`config.mk`:
```
export PLATFORM = sky130hd
export DESIGN_NAME = dpalu_top
export DESIGN_NICKNAME = d
export VERILOG_FILES = /design/src/rtl/dpalu_pkg.sv /design/src/rtl/dpalu_adder.sv /design/src/rtl/dpalu_logic.sv /design/src/rtl/dpalu_flags.sv /design/src/rtl/dpalu_top.sv
export SDC_FILE = /design/constraint.sdc
export NUM_CORES = 1
export LEC_CHECK = 0
export BUFFER_PORTS_ARGS = -buffer_cell sky130_fd_sc_hd__buf_4
export CELL_PAD_IN_SITES_DETAIL_PLACEMENT = 1
export CELL_PAD_IN_SITES_GLOBAL_PLACEMENT = 1
export CORE_MARGIN = 4
export CORE_UTILIZATION = 34
export CTS_CLUSTER_DIAMETER = 120
export DETAILED_ROUTE_END_ITERATION = 10
export GPL_ROUTABILITY_DRIVEN = 1
export PLACE_DENSITY_LB_ADDON = 0.05
export SLEW_MARGIN = 10
export SYNTH_ARGS = -nofsm -noshare
export SYNTH_HDL_FRONTEND = slang
export SYNTH_SLANG_ARGS = --single-unit
```
`constraint.sdc`:
```
create_clock -name clk -period 4.6 [get_ports clk]
set_input_delay 0.23 -clock clk [delete_from_list [all_inputs] [get_ports clk]]
set_output_delay 0.23 -clock clk [all_outputs]
set_load 0.05 [all_outputs]
```
`src/rtl/dpalu_pkg.sv`:
```
package dpalu_pkg;

   typedef enum logic [3:0] {
      OP_AND = 4'd0,  OP_EOR = 4'd1,  OP_SUB = 4'd2,  OP_RSB = 4'd3,
      OP_ADD = 4'd4,  OP_ADC = 4'd5,  OP_SBC = 4'd6,  OP_RSC = 4'd7,
      OP_TST = 4'd8,  OP_TEQ = 4'd9,  OP_CMP = 4'd10, OP_CMN = 4'd11,
      OP_ORR = 4'd12, OP_MOV = 4'd13, OP_BIC = 4'd14, OP_MVN = 4'd15
   } dp_op_e;

   typedef struct packed {
      logic n;
      logic z;
      logic c;
      logic v;
   } nzcv_t;

   // compare/test class: flags only, no register write
   function automatic logic is_test(input logic [3:0] o);
      return (o[3:2] == 2'b10);
   endfunction

   // logical and move class: V kept, C from shifter
   function automatic logic is_logic(input logic [3:0] o);
      case (o)
         OP_AND, OP_EOR, OP_TST, OP_TEQ,
         OP_ORR, OP_MOV, OP_BIC, OP_MVN: return 1'b1;
         default:                        return 1'b0;
      endcase
   endfunction

endpackage

```
`src/rtl/dpalu_adder.sv`:
```
module dpalu_adder #(
   parameter int WIDTH = 32,
   parameter int STYLE = 0        // 0: single wide add, 1: explicit ripple chain
) (
   input  logic [WIDTH-1:0] x,
   input  logic [WIDTH-1:0] y,
   input  logic             cin,
   output logic [WIDTH-1:0] sum,
   output logic             cout,
   output logic             ovf
);
   localparam int MSB = WIDTH - 1;

   generate
      if (WIDTH < 2) begin : g_bad_width
         $error("dpalu_adder: WIDTH must be at least 2");
      end
      if (STYLE != 0 && STYLE != 1) begin : g_bad_style
         $error("dpalu_adder: STYLE must be 0 or 1");
      end

      if (STYLE == 0) begin : g_wide
         logic [WIDTH:0] full;
         assign full = {1'b0, x} + {1'b0, y} + {{WIDTH{1'b0}}, cin};
         assign sum  = full[MSB:0];
         assign cout = full[WIDTH];
      end else begin : g_ripple
         logic [WIDTH:0] cy;
         assign cy[0] = cin;
         for (genvar i = 0; i < WIDTH; i++) begin : g_bit
            assign sum[i]  = x[i] ^ y[i] ^ cy[i];
            assign cy[i+1] = (x[i] & y[i]) | (cy[i] & (x[i] ^ y[i]));
         end
         assign cout = cy[WIDTH];
      end
   endgenerate

   // signed overflow: like-signed inputs produce an opposite-signed sum
   assign ovf = (x[MSB] == y[MSB]) && (sum[MSB] != x[MSB]);

endmodule

```
`src/rtl/dpalu_logic.sv`:
```
module dpalu_logic
   import dpalu_pkg::*;
#(
   parameter int WIDTH = 32
) (
   input  logic [3:0]       op,
   input  logic [WIDTH-1:0] x,
   input  logic [WIDTH-1:0] y,
   output logic [WIDTH-1:0] res
);
   always_comb begin
      case (op)
         OP_AND, OP_TST: res = x & y;
         OP_EOR, OP_TEQ: res = x ^ y;
         OP_ORR:         res = x | y;
         OP_BIC:         res = x & ~y;
         OP_MOV:         res = y;
         OP_MVN:         res = ~y;
         default:        res = '0;
      endcase
   end

endmodule

```
`src/rtl/dpalu_flags.sv`:
```
module dpalu_flags
   import dpalu_pkg::*;
#(
   parameter logic [3:0] RESET_VAL = 4'b0000
) (
   input  logic  clk,
   input  logic  rst_n,
   input  logic  we,
   input  nzcv_t nxt,
   output nzcv_t cur
);
   always_ff @(posedge clk or negedge rst_n) begin
      if (!rst_n)  cur <= nzcv_t'(RESET_VAL);
      else if (we) cur <= nxt;
   end

   AST_FLAGS_IDLE_HOLD: assert property (@(posedge clk) disable iff (!rst_n)
      !we |=> $stable(cur));

endmodule

```
`src/rtl/dpalu_top.sv`:
```
module dpalu_top
   import dpalu_pkg::*;
#(
   parameter int         WIDTH       = 32,
   parameter int         ADDER_STYLE = 0,
   parameter logic [3:0] FLAG_RESET  = 4'b0000
) (
   input  logic             clk,
   input  logic             rst_n,
   input  logic             issue,
   input  logic [3:0]       op,
   input  logic [WIDTH-1:0] opa,
   input  logic [WIDTH-1:0] opb,
   input  logic             shift_cout,
   input  logic             shift_used,
   input  logic             set_flags,
   output logic [WIDTH-1:0] result,
   output logic             wr_en,
   output logic [3:0]       nzcv
);
   localparam int MSB = WIDTH - 1;

   generate
      if (WIDTH < 2) begin : g_bad_width
         $error("dpalu_top: WIDTH must be at least 2");
      end
   endgenerate

   nzcv_t            cur_f, nxt_f;
   logic [WIDTH-1:0] add_x, add_y, add_sum, log_res;
   logic             add_cin, add_cout, add_ovf, reverse, negate_b;
   logic             arith, logical, flag_we;

   // operand steering for the shared adder
   always_comb begin
      reverse  = (op == OP_RSB) || (op == OP_RSC);
      negate_b = (op == OP_SUB) || (op == OP_SBC) || (op == OP_CMP);
      add_x    = reverse ? opb : opa;
      add_y    = reverse ? ~opa : (negate_b ? ~opb : opb);
      case (op)
         OP_SUB, OP_RSB, OP_CMP: add_cin = 1'b1;
         OP_ADC, OP_SBC, OP_RSC: add_cin = cur_f.c;
         default:                add_cin = 1'b0;
      endcase
   end

   dpalu_adder #(.WIDTH(WIDTH), .STYLE(ADDER_STYLE)) u_add (
      .x(add_x), .y(add_y), .cin(add_cin),
      .sum(add_sum), .cout(add_cout), .ovf(add_ovf)
   );

   dpalu_logic #(.WIDTH(WIDTH)) u_log (
      .op(op), .x(opa), .y(opb), .res(log_res)
   );

   assign logical = is_logic(op);
   assign arith   = !logical;
   assign result  = logical ? log_res : add_sum;
   assign wr_en   = issue && !is_test(op);
   assign flag_we = issue && (set_flags || is_test(op));

   always_comb begin
      nxt_f.n = result[MSB];
      nxt_f.z = (result == '0);
      nxt_f.c = arith ? add_cout : (shift_used ? shift_cout : cur_f.c);
      nxt_f.v = arith ? add_ovf  : cur_f.v;
   end

   dpalu_flags #(.RESET_VAL(FLAG_RESET)) u_flags (
      .clk(clk), .rst_n(rst_n), .we(flag_we), .nxt(nxt_f), .cur(cur_f)
   );

   assign nzcv = cur_f;

   AST_TEST_NO_WRITE: assert property (@(posedge clk) disable iff (!rst_n)
      (op[3:2] == 2'b10) |-> !wr_en);
   AST_NOSET_KEEP: assert property (@(posedge clk) disable iff (!rst_n)
      (issue && !set_flags && op[3:2] != 2'b10) |=> $stable(nzcv));
   AST_LOGIC_V_KEEP: assert property (@(posedge clk) disable iff (!rst_n)
      (issue && logical) |=> (nzcv[0] == $past(nzcv[0])));
   AST_LOGIC_C_KEEP: assert property (@(posedge clk) disable iff (!rst_n)
      (issue && logical && !shift_used) |=> (nzcv[1] == $past(nzcv[1])));
   AST_Z_TRACKS: assert property (@(posedge clk) disable iff (!rst_n)
      (issue && (set_flags || op[3:2] == 2'b10)) |=> (nzcv[2] == ($past(result) == '0)));
   AST_N_TRACKS: assert property (@(posedge clk) disable iff (!rst_n)
      (issue && (set_flags || op[3:2] == 2'b10)) |=> (nzcv[3] == $past(result[MSB])));
   AST_IDLE_NO_WRITE: assert property (@(posedge clk) disable iff (!rst_n)
      !issue |-> !wr_en);

endmodule

```
======== Word-level counts from Yosys, hierarchy flattened ========
Memory sizes are Yosys's and may differ from the RTL's.
Index checks and enable logic that the tools add are counted.
word-level totals
  register bits ........................... 4
  latch bits .............................. 0
  bits in writable memories ............... 0
  memory bits (read-only) ................. 16
  logic and storage cells ................. 55
  memories kept ........................... 1
operators by class
  $add $sub $neg .......................... 2
  multipliers ............................. 0
  div/mod/pow operators ................... 0
  order comparisons ....................... 0
  equal/unequal tests ..................... 17
  shift-type cells ........................ 0
  muxes and demuxes ....................... 8
  bitwise operators ....................... 7
  reduce and logical (&&, ||, !) cells .... 16
memories
  memory            depth  width  rd ports  clocked after Yosys merged registers in  wr ports  line             RTL
  (name not given)  16     1      1         0                                        0         dpalu_pkg.sv:24  case (o)
operators with widths
  kind                                           number
  case mux 32 bit (6 select lines)               1
  2-to-1 mux 32 bit                              4
  AND 32 bit                                     2
  inverter 32 bit                                2
  adder 32 x 32 -> 33 bit                        1
  adder 33 x 1 -> 33 bit                         1
  logical NOT 32 bit                             1
  OR 32 bit                                      1
  bitwise XOR 32 bit                             1
  == test 4 bit, second input constant           7
  == test 4 x 3 -> 1 bit, second input constant  3
  == test 4 x 2 -> 1 bit, second input constant  2
  OR reduction 3 bit                             2
  == test 4 x 1 -> 1 bit, second input constant  1
  logical NOT 4 bit                              1
  logical OR 1 bit                               4
  AND reduction 2 bit                            2
  OR reduction 2 bit                             2
  logical AND 1 bit                              3
  == test 2 bit, second input constant           1
  2-to-1 mux 1 bit                               2
  inequality test 2 bit, second input constant   1
  case mux 1 bit (2 select lines)                1
  == test 1 bit                                  1
  3 further kinds                                3

======== Longest topological paths before layout ========
  word-level depth ........................ 9
  depth in mapped cells ................... 25

======== By module ========
Synthesis repeated with hierarchy kept, for this count alone.
unflattened totals
  cell total of the unflattened synthesis .. 778
  area total of the unflattened synthesis .. 5957.0 um^2
by module, submodules not included
  module       instances  cells an instance  area an instance (um^2)
  dpalu_logic  1          358                2467.4
  dpalu_adder  1          228                1686.6
  dpalu_top    1          184                1657.8
  dpalu_flags  1          8                  145.1

======== Worst setup path after synthesis ========
Ideal clock, no wire load.
  path type ............................... in2reg
  from .................................... input port op[1]
  to ...................................... register u_flags.cur[2] in the netlist's numbering
  data arrival time ....................... 5.949 ns
  setup slack ............................. -1.536 ns
  stages on the path ...................... 25
  cell sequence ........................... buf_6 > buf_6 > buf_2 > buf_2 > buf_2 > buf_2 > buf_2 > nand3_1 > buf_2 > xnor2_1 > nand2_1 > o21ai_0 > fa_1 > fa_1 > nor2b_1 > o211ai_1 > a211oi_1 > nor2_1 > a211oi_1 > nor3_1 > o31ai_1 > or4_1 > nor2_1 > nand4b_1 > o41ai_2
between the ends
  word-level cells in the longest chain between the ends .. 9
  elaborated cells between the ends (all ways) .. 31
  those cells by class .................... add/sub (2); eq/ne (13); mux (6); reduce/logical (9); memory (1)
ends and longest elaborated chain
  element                                                                  line                              RTL
  start: declaration                                                       dpalu_top.sv:11                   input logic [3:0] op,
  == test 4 x 2 -> 1 bit / == test 4 x 3 -> 1 bit (equally long branches)  dpalu_top.sv:37, dpalu_top.sv:40
  logical OR 1 bit (2 in a row)                                            dpalu_top.sv:37                   negate_b = (op == OP_SUB) || (op == OP_SBC) || (op == OP_CMP);
  2-to-1 mux 32 bit (2 in a row)                                           dpalu_top.sv:39                   add_y = reverse ? ~opa : (negate_b ? ~opb : opb);
  adder 32 x 32 -> 33 bit                                                  dpalu_adder.sv:24                 assign full = {1'b0, x} + {1'b0, y} + {{WIDTH{1'b0}}, cin};
  adder 33 x 1 -> 33 bit                                                   dpalu_adder.sv:24
  2-to-1 mux 32 bit (*)                                                    dpalu_top.sv:58                   assign result = logical ? log_res : add_sum;
  named net result[26]                                                     dpalu_top.sv:17                   output logic [WIDTH-1:0] result,
  logical NOT 32 bit (*)                                                   dpalu_top.sv:64                   nxt_f.z = (result == '0);
  end signal: assignment                                                   dpalu_flags.sv:13                 if (!rst_n) cur <= nzcv_t'(RESET_VAL);
  end signal: assignment                                                   dpalu_flags.sv:14                 else if (we) cur <= nxt;
  end: declaration                                                         dpalu_flags.sv:10                 output nzcv_t cur
Mark *: on every way through the listed nets, which the timed path passes. The rest lies on a longest branch.
A chain may end at the register's enable or synchronous reset.

======== Final worst setup path ========
  from .................................... input port op[3]
  to ...................................... register u_flags.cur[2] in the netlist's numbering
between the ends
  word-level cells in the longest chain between the ends .. 9
  elaborated cells between the ends (all ways) .. 34
  those cells by class .................... add/sub (2); eq/ne (14); mux (6); reduce/logical (11); memory (1)
ends and longest elaborated chain
  element                                                                  line
  == test 4 x 2 -> 1 bit / == test 4 x 3 -> 1 bit (equally long branches)  dpalu_top.sv:37, dpalu_top.sv:40
  logical OR 1 bit (2 in a row)                                            dpalu_top.sv:37
  2-to-1 mux 32 bit (2 in a row)                                           dpalu_top.sv:39
  adder 32 x 32 -> 33 bit                                                  dpalu_adder.sv:24
  adder 33 x 1 -> 33 bit                                                   dpalu_adder.sv:24
  2-to-1 mux 32 bit                                                        dpalu_top.sv:58
  logical NOT 32 bit                                                       dpalu_top.sv:64
Several ways; a longest one is shown, not always the timed one.

==> results.cfg <==
[routing]
drt_iter0_drc = 350
drt_wl_total_um = 24700
drt-wirelength-per-cell_um = 20.7
vias_per_cell = 5.86
drcViolationCount = 0
first_pass_iters = 4
route.antenna.remaining_nets = 0
num_vias = 6985

[worst_setup_path]
r2r-start = u_flags.cur[1]
endpoint = u_flags.cur[2]
cp_data_arrival_time_ns = 4.43
crit_start = op[3]
required_ns = 4.72
crit_type = in2reg
cp_slowest_cell = fa_2
r2r_end = u_flags.cur[2]
cp_max_fo = 9
crit_chain = buf_4 -> buf_4 -> inv_1 -> o21ai_0 -> o21ai_0 -> a32oi_1 -> fa_2 -> fa_2 -> nor2b_1 -> o211ai_1 -> buf_4 -> a21oi_2 -> a21oi_1 -> o21ai_0 -> xor2_1 -> a2111oi_2 -> nand4bb_1 -> nor4_2 -> nand4b_1 -> o41ai_2
cp-end-kind = register
cp-start-kind = input pin
max_stage_delay_ns = 0.45
r2r_setup_slack_ns = 0.31
worstRegToRegCells = 17

[synth]
ys_types = 73
synth_ff_type = dfrtp_1
ys.warnings.count = 0
synth-seq-area-share = 0.0179
syn_area_um2 = 5590
ys_ff_latch = 4
synthArstFlopShare = 1.00
syn_nets = 1017
synth_edf_count = 0
postSynthCellCount = 878
syn_avg_cell_area_um2 = 6.37

[sta]
clock.fmax_mhz = 232
finalMaxSlewViolations = 0
hold_violations = 0
post-route-min-period_ns = 4.31
setup_viol = 0
fin_setup_tns_ns = 0
max-slew-margin-rel = 0.280
post-route-period-util = 0.937
fin_ws_ns = 0.290
holdWs_ns = 0.330
worst_slew_pin_slew_ns = 1.08
rsz0062_at_grt = no
skew_ns = 0.00283

[clock_network]
cts_root_buffer = clkbuf_16
htree_num_levels = 1
clk_latency_ns = 0.23
cts.clk_slew.worst_paths_ns = 0.03
cts_sinks = 4
cts_buffers = 3
cts_tree = done
clockBufferDepth = 2

[global_routing]
met1_usage = 0.343
met2_usage = 0.470
grt_pass1_wl_um = 39500
gr-total-overflow = 0
track_usage = 0.263
gr-max-usage-layer = met2
use_met3 = 0.0218
grt_pass1_vias = 7385
grt_max_degree = 50
antenna_found_initial = 0

[outcome]
run_status = complete, no violations

[power]
ir_drop_uv = 350
power_per_cell_area_nw_per_um2 = 252
p_leak_nw = 3.23

[placed_design]
finalWeightedCongestion = 0.886
dpl.hpwl_um = 19400
pre_cts_ws_ns = -0.182
numPortBuffers = 110

[floorplan]
core_um2 = 16000
rows = 46
ios = 111
fp.dieH_um = 136
chipWidth_um = 136
start_util = 0.349
die_area_um2 = 18600

[finish]
largest_register_ffs = 4
antenna_cells = 0
utilization = 0.435
num-nets-final = 1116
drive_above_1_share = 0.201
syn2layout_area_growth_pct = 24.6
multiInputGateArea_um2 = 5010
layout_common_cells = buf_4 (154), nand2_1 (115), o21ai_0 (103)
register_area_um2 = 100
reg_top3 = u_flags.cur: 4 flops
nFillCells = 2146
regMostFlops = u_flags.cur
layout_commonest_cell = buf_4

[run]
cap_violations = 0

[min_path]
hold_class = in2async
cell families (layout without fill, tap and decap cells):
family | Yosys count | in the layout | synth area share
compound gates | 307 | 307 | 0.351
xor+xnor | 79 | 79 | 0.124
fa+ha+maj | 65 | 65 | 0.148
buf+inv | 141 | 237 | 0.109
flops | 4 | 4 | 0.0179
mux | 3 | 3 | 0.00560
simple gates | 279 | 280 | 0.245
metal layers:
metal | up-vias | routed length [um]
li1 | 3364 | -
met1 | 3439 | 11400
met2 | 144 | 12100
met3 | 38 | 682
met4 | 0 | 574
met5 | - | 0
repair_timing:
item,CTS,global route
pin swaps,0,3
resized for setup,2,8
setup buffers,0,2
cloned,0,1
hold buffers,1,0
setup endpoints to repair,1,4
hold endpoints to repair,4,0
final cells by class:
class / instances / area share
sequential: 4 / 0.0144
tap: 216 / 0.0388
inverter: 76 / 0.0410
timing repair buffer: 158 / 0.175
clock buffer: 3 / 0.0108
multi-input combinational: 734 / 0.720
worst min-delay path by stage:
stage	startpoint	to	slack, ns	depth (start not counted)
CTS	rst_n	u_flags.cur[0]	0.33	2
global placement	rst_n	u_flags.cur[3]	0.03	1
finish	rst_n	u_flags.cur[0]	0.33	2
floorplan	rst_n	u_flags.cur[0]	-0.07	0
detailed placement	rst_n	u_flags.cur[3]	0.03	1
global route	rst_n	u_flags.cur[0]	0.34	2
power by group:
group	leakage (nW)	internal (mW)	switching (mW)	total, mW
registers	0.0507	0.0422	0.00794	0.0501
clock network	0.0370	0.111	0.0254	0.137
logic	3.15	0.556	1.01	1.57
cell usage after synthesis (all sizes together) (9+ instances only):
cell | number | area (um^2)
nand2 | 116 | 435
o21ai | 113 | 566
inv | 76 | 285
ha | 63 | 788
xnor2 | 59 | 517
a21oi | 54 | 270
nor2 | 45 | 169
buf | 34 | 205
clkbuf | 31 | 116
nand3 | 29 | 145
xor2 | 20 | 175
a31oi | 19 | 119
a211oi | 17 | 133
nor3 | 15 | 75.1
a21o | 12 | 90.1
nand4 | 11 | 68.8
nand3b | 9 | 67.6
o211ai | 9 | 72.6
o221ai | 9 | 78.8
critical path: cells and delay by family:
| kind | cells | cell delay [ns] |
|---|---|---|
| AO/OA/AOI/OAI | 9 | 1.68 |
| AND/OR/NAND/NOR | 4 | 0.88 |
| adder cells (fa/ha/maj) | 2 | 0.84 |
| buffers and inverters | 4 | 0.64 |
| XOR/XNOR | 1 | 0.14 |
stage by stage:
stage | power, mW | instances | cell area, um^2
3_5_place_dp | 1.59 | 1184 | 6830
3_3_place_gp | 1.56 | 1184 | 6830
4_1_cts | 1.74 | 1188 | 6920
2_1_floorplan | 1.10 | 878 | 5740
5_1_grt | 1.88 | 1191 | 6960
6_report | 1.75 | 1191 | 6960
No activity file was read; power rests on OpenSTA's default activity.
